==> config.mk <==
export PLATFORM = sky130hd
export DESIGN_NAME = tx_width_adapter
export DESIGN_NICKNAME = d
export VERILOG_FILES = /design/src/rtl/tx_wadapt_pkg.sv /design/src/rtl/tx_wadapt_cfg.sv /design/src/rtl/tx_wadapt_phase.sv /design/src/rtl/tx_wadapt_lane.sv /design/src/rtl/tx_width_adapter.sv
export SDC_FILE = /design/constraint.sdc
export NUM_CORES = 1
export LEC_CHECK = 0
export BUFFER_PORTS_ARGS = -buffer_cell sky130_fd_sc_hd__buf_2
export CAP_MARGIN = 20
export CORE_MARGIN = 4
export CORE_UTILIZATION = 47
export DETAILED_ROUTE_END_ITERATION = 16
export PLACE_DENSITY = 0.75
export SYNTH_ARGS = -nofsm -noshare
export SYNTH_HDL_FRONTEND = slang
export SYNTH_HIERARCHICAL = 1
export SYNTH_SLANG_ARGS = --single-unit
==> constraint.sdc <==
create_clock -name clk_i -period 1.7 [get_ports clk_i]
set_input_delay 0.34 -clock clk_i [delete_from_list [all_inputs] [get_ports clk_i]]
set_output_delay 0.34 -clock clk_i [all_outputs]
set_load 0.01 [all_outputs]
==> src/rtl/tx_wadapt_pkg.sv <==
package tx_wadapt_pkg;
  typedef enum logic [1:0] {
    MODE_RAW = 2'd0,
    MODE_AUX = 2'd1,
    MODE_ENC = 2'd2
  } lane_mode_e;

  localparam int unsigned BYTE_W  = 8;
  localparam int unsigned SYM_W   = 10;
  localparam int unsigned SEL_W   = 2;
endpackage

==> src/rtl/tx_wadapt_cfg.sv <==
module tx_wadapt_cfg
  import tx_wadapt_pkg::*;
(
  input  logic [SEL_W-1:0] width_sel_i,
  input  logic             enc_en_i,
  output lane_mode_e       mode_o,
  output logic             dbl_o,
  output logic             wide_o,
  output logic             illegal_o
);
  // sel[0]: 10-bit symbols, sel[1]: double-width fabric word
  always_comb begin
    dbl_o     = width_sel_i[1];
    wide_o    = width_sel_i[0];
    illegal_o = enc_en_i & ~width_sel_i[0];
    if (enc_en_i)            mode_o = MODE_ENC;
    else if (width_sel_i[0]) mode_o = MODE_AUX;
    else                     mode_o = MODE_RAW;
  end
endmodule

==> src/rtl/tx_wadapt_phase.sv <==
module tx_wadapt_phase
  import tx_wadapt_pkg::*;
#(
  parameter int unsigned LANES = 2,
  localparam int unsigned HALF_W = LANES * BYTE_W
) (
  input  logic              clk_i,
  input  logic              rst_ni,
  input  logic              dbl_i,
  input  logic [HALF_W-1:0] up_data_i,
  input  logic [LANES-1:0]  up_mode_i,
  input  logic [LANES-1:0]  up_val_i,
  input  logic [LANES-1:0]  up_k_i,
  output logic              phase_o,
  output logic [HALF_W-1:0] hold_data_o,
  output logic [LANES-1:0]  hold_mode_o,
  output logic [LANES-1:0]  hold_val_o,
  output logic [LANES-1:0]  hold_k_o
);
  logic phase_q;

  always_ff @(posedge clk_i or negedge rst_ni) begin
    if (!rst_ni) begin
      phase_q     <= 1'b0;
      hold_data_o <= '0;
      hold_mode_o <= '0;
      hold_val_o  <= '0;
      hold_k_o    <= '0;
    end else begin
      phase_q <= dbl_i & ~phase_q;
      if (dbl_i && !phase_q) begin
        hold_data_o <= up_data_i;
        hold_mode_o <= up_mode_i;
        hold_val_o  <= up_val_i;
        hold_k_o    <= up_k_i;
      end
    end
  end

  assign phase_o = phase_q;
endmodule

==> src/rtl/tx_wadapt_lane.sv <==
module tx_wadapt_lane
  import tx_wadapt_pkg::*;
(
  input  lane_mode_e        mode_i,
  input  logic [BYTE_W-1:0] byte_i,
  input  logic              aux_mode_i,
  input  logic              aux_val_i,
  input  logic              ctrl_k_i,
  output logic [SYM_W-1:0]  sym_o
);
  always_comb begin
    unique case (mode_i)
      MODE_ENC: sym_o = {1'b0, ctrl_k_i, byte_i};
      MODE_AUX: sym_o = {aux_mode_i, aux_val_i, byte_i};
      default:  sym_o = {2'b00, byte_i};
    endcase
  end
endmodule

==> src/rtl/tx_width_adapter.sv <==
module tx_width_adapter
  import tx_wadapt_pkg::*;
#(
  parameter int unsigned LANES = 2,
  localparam int unsigned HALF_W = LANES * BYTE_W,
  localparam int unsigned IN_W   = 2 * HALF_W,
  localparam int unsigned IN_B   = 2 * LANES,
  localparam int unsigned OUT_W  = LANES * SYM_W
) (
  input  logic               clk_i,
  input  logic               rst_ni,
  input  logic [SEL_W-1:0]   width_sel_i,
  input  logic               enc_en_i,
  input  logic [IN_W-1:0]    data_i,
  input  logic [IN_B-1:0]    aux_mode_i,
  input  logic [IN_B-1:0]    aux_val_i,
  input  logic [IN_B-1:0]    ctrl_k_i,
  output logic               take_o,
  output logic [OUT_W-1:0]   lane_o,
  output logic               wide_o,
  output logic               first_half_o,
  output logic               cfg_err_o
);
  lane_mode_e        mode;
  logic              dbl, wide, illegal, phase;
  logic [HALF_W-1:0] hold_data, cur_data;
  logic [LANES-1:0]  hold_mode, hold_val, hold_k, cur_mode, cur_val, cur_k;
  logic [OUT_W-1:0]  sym_word, next_lane;
  logic              err_q;

  tx_wadapt_cfg u_cfg (
    .width_sel_i (width_sel_i),
    .enc_en_i    (enc_en_i),
    .mode_o      (mode),
    .dbl_o       (dbl),
    .wide_o      (wide),
    .illegal_o   (illegal)
  );

  tx_wadapt_phase #(.LANES(LANES)) u_phase (
    .clk_i       (clk_i),
    .rst_ni      (rst_ni),
    .dbl_i       (dbl),
    .up_data_i   (data_i[IN_W-1:HALF_W]),
    .up_mode_i   (aux_mode_i[IN_B-1:LANES]),
    .up_val_i    (aux_val_i[IN_B-1:LANES]),
    .up_k_i      (ctrl_k_i[IN_B-1:LANES]),
    .phase_o     (phase),
    .hold_data_o (hold_data),
    .hold_mode_o (hold_mode),
    .hold_val_o  (hold_val),
    .hold_k_o    (hold_k)
  );

  // second phase of a double word replays the captured upper half
  wire use_hold = dbl & phase;
  assign take_o = ~use_hold;

  always_comb begin
    if (use_hold) begin
      cur_data = hold_data;
      cur_mode = hold_mode;
      cur_val  = hold_val;
      cur_k    = hold_k;
    end else begin
      cur_data = data_i[HALF_W-1:0];
      cur_mode = aux_mode_i[LANES-1:0];
      cur_val  = aux_val_i[LANES-1:0];
      cur_k    = ctrl_k_i[LANES-1:0];
    end
  end

  for (genvar b = 0; b < LANES; b++) begin : g_lane
    tx_wadapt_lane u_lane (
      .mode_i     (mode),
      .byte_i     (cur_data[b*BYTE_W +: BYTE_W]),
      .aux_mode_i (cur_mode[b]),
      .aux_val_i  (cur_val[b]),
      .ctrl_k_i   (cur_k[b]),
      .sym_o      (sym_word[b*SYM_W +: SYM_W])
    );
  end

  assign next_lane = (mode == MODE_RAW) ? {{(OUT_W-HALF_W){1'b0}}, cur_data} : sym_word;

  always_ff @(posedge clk_i or negedge rst_ni) begin
    if (!rst_ni) begin
      err_q        <= 1'b0;
      lane_o       <= '0;
      wide_o       <= 1'b0;
      first_half_o <= 1'b0;
    end else if (illegal || err_q) begin
      err_q        <= 1'b1;
      lane_o       <= '0;
      wide_o       <= 1'b0;
      first_half_o <= 1'b0;
    end else begin
      lane_o       <= next_lane;
      wide_o       <= wide;
      first_half_o <= dbl & ~phase;
    end
  end

  assign cfg_err_o = err_q;
endmodule

==> metrics.yaml, run 1 <==
track_usage: 0.1645
cts-resized-gates: 0
drv_cap: 0
vias_per_cell: 5.180
yosysWarnings: 6
drive_gt1_frac: 0.4270
fmax_mhz: 659.8
layout_commonest_cell: "buf_2"
rows: 26
io_buffers: 72
drtIter0Drc: 120
hold_ws_ns: 0.2572
grt_remaining_overflow: 0
finalHoldViolations: 0
synth_enable_flop_cells: 0
crit_required_ns: 1.90
critPathArrivalTime_ns: 1.71
cts_tree: "built"
cts_made_buffers: 5
clock_tree.buffer_depth: 2
ant_nets: 0
antenna_found_initial: 0
syn-instance-count: 217
syn-num-nets: 270
crit_type: "reg2reg"
power_density_mw_per_mm2: 769.5
hpwlAfterDp_um: 4068
io_pins: 73
min_path_type: "in2reg"
skew_ns: 0.01283
slew_viol_final: 0
ys_ff_latch: 46
period_share: 0.8915
clkTransAtPathRegs_ns: 0.09
cts.sinks: 46
grt_pass1_vias: 1706
grt_pass1_wl_um: 8259
start_util: 0.4969
insertedDiodeCount: 0
dr.pass1.iters: 4
wl_per_cell_um: 15.67
die-area_mm2: 0.006791
fin_tns_setup_ns: 0
die_w_um: 82.41
clockRootBuffer: "clkbuf_8"
cts_hold_buffers: 1
start_kind: "register"
critPathMaxFanout: 7
status: "completed"
synth_cell_types: 26
postCtsSetupBuffers: 0
syn_area_per_cell_um2: 11.99
relSlewSlack: 0.7313
worstSetupEndpointType: "register"
drt-total-wl_um: 5391
core_area_mm2: 0.005238
irDropWorstVdd_v: 0.0004398
final_nets: 326
die_h_um: 82.41
period_minus_slack_ns: 1.516
finalSetupViolations: 0
syn2layout_area_growth_pct: 15.48
rsz0062_at_grt: "false"
synth.yosys.seq_area_share: 0.4423
clock_latency_ns: 0.30
drc_errors: 0
power.leakage_uw: 0.001638
tightest_slew_ns: 0.4030
num_vias: 1782
layout_common_cells: "buf_2, dfrtp_1, and3_1, mux2_4"
grt_max_degree: 24
gp_congestion: 0.8477
synth_area_mm2: 0.002602
async_flop_share: 1.000
fill_cells: 471
ctsHtreeMaxLevel: 2
ys.flop_type: "dfrtp_1"
## synthesized netlist by cell type (2+ instances only)
| master | n | area, um2 |
|---|---|---|
| a21boi_1 | 16 | 120.1 |
| a22oi_1 | 2 | 15.01 |
| and2_1 | 3 | 18.77 |
| and3_1 | 20 | 125.1 |
| buf_12 | 2 | 40.04 |
| buf_2 | 4 | 20.02 |
| buf_4 | 19 | 142.6 |
| buf_6 | 4 | 45.04 |
| clkbuf_1 | 6 | 22.52 |
| dfrtp_1 | 46 | 1151 |
| ha_1 | 4 | 50.05 |
| inv_1 | 5 | 18.77 |
| mux2_1 | 6 | 67.56 |
| mux2_2 | 3 | 33.78 |
| mux2_4 | 19 | 285.3 |
| nor2_1 | 3 | 11.26 |
| o21bai_1 | 16 | 120.1 |
| o311a_1 | 16 | 160.2 |
| or2_1 | 16 | 100.1 |
## path summary, 6_finish.rpt
| check | startpoint | end | slack, ns | cells past startpoint |
|---|---|---|---|---|
| max | u_phase/phase_o$_DFF_PN0_ | lane_o[8]$_DFF_PN0_ | 0.18 | 6 |
| min | data_i[24] | u_phase/hold_data_o[8]$_DFFE_PN0P_ | 0.26 | 2 |
| max reg2reg | u_phase/phase_o$_DFF_PN0_ | lane_o[8]$_DFF_PN0_ | 0.18 | 6 |
| min reg2reg | u_phase/hold_data_o[6]$_DFFE_PN0P_ | u_phase/hold_data_o[6]$_DFFE_PN0P_ | 0.52 | 1 |
| max in group asynchronous | rst_ni | lane_o[18]$_DFF_PN0_ | 0.63 | 3 |
| min in group asynchronous | rst_ni | u_phase/hold_val_o[1]$_DFFE_PN0P_ | 0.50 | 2 |
## critical path, stage by stage (launching register included)
cell	delay, ns
dfrtp_1	0.44
nand2_4	0.14
mux2_1	0.33
a22oi_1	0.19
nor2_1	0.05
o21bai_1	0.14
o311a_1	0.12
## final cells by class
cell class | count | area, um2 | area share
clock buffers | 6 | 72.57 | 0.02415
clock inverters | 2 | 13.76 | 0.004580
inverters | 5 | 18.77 | 0.006245
multi-input cells | 130 | 1164 | 0.3872
flip-flops and latches | 46 | 1151 | 0.3830
well taps | 70 | 87.58 | 0.02914
repair buffers | 85 | 498.0 | 0.1657
## metrics by stage
step	cells	worst slack [ns]	utilization	total power [uW]	cell area [um2]
global placement	335	0.1203	0.5554	1667	2909
finish	344	0.1844	0.5738	2312	3005
detailed placement	335	0.07051	0.5554	1681	2909
floorplan	217	0.02222	-	1587	2608
CTS	344	0.1802	0.5738	2342	3005
global route	344	0.09101	0.5738	2431	3005
## cells by family (layout without fill, tap and decap cells)
| family | Yosys count | after routing | share of synthesized area |
|---|---|---|---|
| fa+ha+maj | 4 | 4 | 0.01923 |
| flops | 46 | 46 | 0.4423 |
| simple gates | 48 | 48 | 0.1178 |
| mux | 28 | 28 | 0.1486 |
| compound gates | 50 | 50 | 0.1596 |
| buf+inv | 41 | 98 | 0.1125 |
## routing by layer
metal / vias to the layer above / global-route usage / wire length, um
li1: 873 / - / -
met1: 839 / 0.2136 / 2442
met2: 60 / 0.2532 / 2462
met3: 10 / 0.04989 / 374
met4: 0 / 0.07143 / 112
met5: - / 0 / 0
## flip-flops by register name, indices dropped and copies added (netlist names)
register             flops
cfg_err_o                1
lane_o                  20
u_phase/hold_mode_o      2
first_half_o             1
u_phase/phase_o          1
u_phase/hold_data_o     16
u_phase/hold_val_o       2
u_phase/hold_k_o         2
wide_o                   1
## report_power, final
group / switching, uW / leakage (uW) / internal (uW)
combinational: 180 / 0.00101 / 254
sequential: 54.3 / 0.000586 / 1170
clock: 361 / 0.0000452 / 290
total: 595 / 0.00164 / 1720
No activity file was read; power rests on OpenSTA's default activity.
==> inputs of run 2 (changes only) <==
Clock period 1.7 ns to 1.2 ns, I/O delays scaled along.
==> run 2 against run 1 <==
Net effect:
- global-route usage grew 1.8 points
- critical path depth is the same
- critical path type unchanged
- count of clock-buffer cells in the layout shrank 1
- final area grew 11%
- highest routed layer unchanged
- the run now ends with negative setup slack left
- clock power grew 77%
==> metrics.yaml, run 2 (same netlist as run 1, synthesis figures left out) <==
insertedDiodeCount: 0  # unchanged
clock_latency_ns: 0.30  # about the same
regMostFlops: "lane_o"
critPathMaxFanout: 6  # -1
grt_pass1_wl_um: 9480  # +15%
critical_path.max_stage_delay_ns: 0.48  # +0.04 ns
crit_type: "reg2reg"
drv_cap: 0  # unchanged
skew_ns: 0.005392  # -0.007434 ns
rsz0062_at_grt: "true"
dr.pass1.iters: 4  # unchanged
crit_family: "flip-flops"
start_kind: "register"
place_area_mm2: 0.003083  # +6.0%
setup_ws_ns: -0.2979  # -0.4823 ns
power.leakage_uw: 0.001762  # +7.6%
fill_cells: 402  # -15%
grt_pass1_vias: 1957  # +15%
worstSetupEndpointType: "register"
finalInstanceArea_mm2: 0.003334  # +11%
postLayoutCoreUtil: 0.6366  # +0.06283
track_usage: 0.1829  # +0.01842
die_w_um: 82.41  # unchanged
dp_cells: 358  # +6.9%
layout.cells.non_filler: 368  # +7.0%
grt_remaining_overflow: 0  # unchanged
combinationalPowerShare: 0.205  # +0.017
cts.sinks: 46  # unchanged
die_h_um: 82.41  # unchanged
tightest_slew_ns: 0.2415  # -0.1615 ns
period_share: 1.248  # +0.3567
cell_internal_pwr_uw: 2747  # +60%
drtIter0Drc: 105  # -13%
p_seq_frac: 0.480  # -0.051
wl_per_cell_um: 15.29  # -2.4%
cts_tree: "built"
start_util: 0.4969  # unchanged
critPathArrivalTime_ns: 1.69  # -0.02 ns
num_vias: 1837  # +3.1%
hold_ws_ns: 0.1639  # -0.09324 ns
min_path_type: "in2reg"
finalHoldViolations: 0  # unchanged
reg_top3: "lane_o x20, u_phase/hold_data_o x16"
final_nets: 350  # +7.4%
gp_congestion: 0.8024  # -5.3%
critPathBufInv: 0  # unchanged
cp_slowest_cell: "dfrtp_2"
dp_slack_ns: -0.2547  # -0.3253 ns
slew_viol_final: 0  # unchanged
antenna_found_initial: 0  # unchanged
violations: "negative setup slack"
ant_nets: 0  # unchanged
grt_max_degree: 47  # +96%
io_buffers: 72  # unchanged
syn2layout_area_growth_pct: 28.13
layout_commonest_cell: "buf_2"
hpwlAfterDp_um: 4107  # +0.96%
status: "finished with violations"
largest_reg_flops: 20  # unchanged
clockRootBuffer: "clkbuf_8"
clock_tree.buffer_depth: 2  # unchanged
io_pins: 73  # unchanged
drt-total-wl_um: 5628  # +4.4%
finalSetupViolations: 43  # +43
rows: 26  # unchanged
irDropWorstVdd_v: 0.0006986  # +59%
netSwitchingFraction: 0.2470  # -0.01027
reg2reg_slack_ns: -0.30  # -0.48 ns
drc_errors: 0  # unchanged
period_minus_slack_ns: 1.498  # -0.01770 ns
crit_required_ns: 1.39  # -0.51 ns
core_area_mm2: 0.005238  # unchanged
pwr-share-clk: 0.314  # +0.032
fmax_mhz: 667.6  # +1.2%
layout_common_cells: "buf_2, dfrtp_1, buf_4, mux2_4"
path_cells: "nand2_8, mux2_4, a22oi_2, nor2_1, o21bai_1, o311a_1"
die-area_mm2: 0.006791  # unchanged
vias_per_cell: 4.992  # -3.6%
clkTransAtPathRegs_ns: 0.09  # about the same
cts_made_buffers: 5  # unchanged
ctsHtreeMaxLevel: 2  # unchanged
relSlewSlack: 0.8390  # +0.1076
drive_gt1_frac: 0.5604  # +0.1334
power_density_mw_per_mm2: 1094  # +42%
netSwitchingPower_uw: 901.2  # +51%
run 2: cell count changes in the layout (fill, tap and decap cells not counted), sizes merged:
cell      before  now
buf           84  108
clkinv         2    0
clkinvlp       0    2
bufinv         0    1
clkbuf         6    5
run 2: final timing paths:
kind	startpoint	cells past startpoint	end
min	data_i[27]	2	u_phase/hold_data_o[11]$_DFFE_PN0P_
max	u_phase/phase_o$_DFF_PN0_	6	lane_o[8]$_DFF_PN0_
max in group asynchronous	rst_ni	3	u_phase/phase_o$_DFF_PN0_
max reg2reg	u_phase/phase_o$_DFF_PN0_	6	lane_o[8]$_DFF_PN0_
min reg2reg	cfg_err_o$_DFFE_PN0N_	2	cfg_err_o$_DFFE_PN0N_
min in group asynchronous	rst_ni	3	u_phase/hold_val_o[1]$_DFFE_PN0P_
run 2: power by group through the flow:
stage / clock network (uW) / logic, uW / registers, uW
after floorplan: 0 / 531 / 1730
after global placement: 0 / 672 / 1770
after detailed placement: 0 / 688 / 1770
after CTS: 1190 / 745 / 1750
after global routing: 1250 / 820 / 1770
final: 1150 / 749 / 1750
run 2: routing by layer:
| layer | vias up | wire length (um) | global-route usage | part of all wire |
|---|---|---|---|---|
| li1 | 915 | - | - | - |
| met1 | 860 | 2596 | 0.2599 | 0.46 |
| met2 | 51 | 2624 | 0.2821 | 0.47 |
| met3 | 11 | 316 | 0.03905 | 0.056 |
| met4 | 0 | 89 | 0.04983 | 0.016 |
| met5 | - | 0 | 0 | 0 |
run 2: worst register-to-register path: cells and delay by family (launching register included):
| kind | cells | cell delay (ns) |
|---|---|---|
| flops | 1 | 0.48 |
| compound gates | 3 | 0.43 |
| mux | 1 | 0.30 |
| simple gates | 2 | 0.18 |
run 2: area by class of cell:
cell class | instances | area [um2] | area share
timing repair buffer | 109 | 684.4 | 0.2053
clock buffer | 5 | 68.82 | 0.02064
tap | 70 | 87.58 | 0.02627
clock inverter | 3 | 45.04 | 0.01351
multi-input combinational | 130 | 1277 | 0.3831
sequential | 46 | 1152 | 0.3456
inverter | 5 | 18.77 | 0.005629
run 2: stage by stage:
| stage | total power (uW) | TNS [ns] |
|---|---|---|
| after CTS | 3681 | -8.529 |
| after detailed placement | 2461 | -8.333 |
| final | 3648 | -8.232 |
| after global routing | 3837 | -10.28 |
| after floorplan | 2262 | -5.265 |
| after global placement | 2440 | -7.766 |
run 2: what timing repair did:
action                                 CTS  global route
gates resized for setup                 25             3
endpoints found under the hold margin   46             0
hold buffers                             1             0
pin swaps                               11             1
setup buffers                            1             0
setup endpoints to repair               43            43
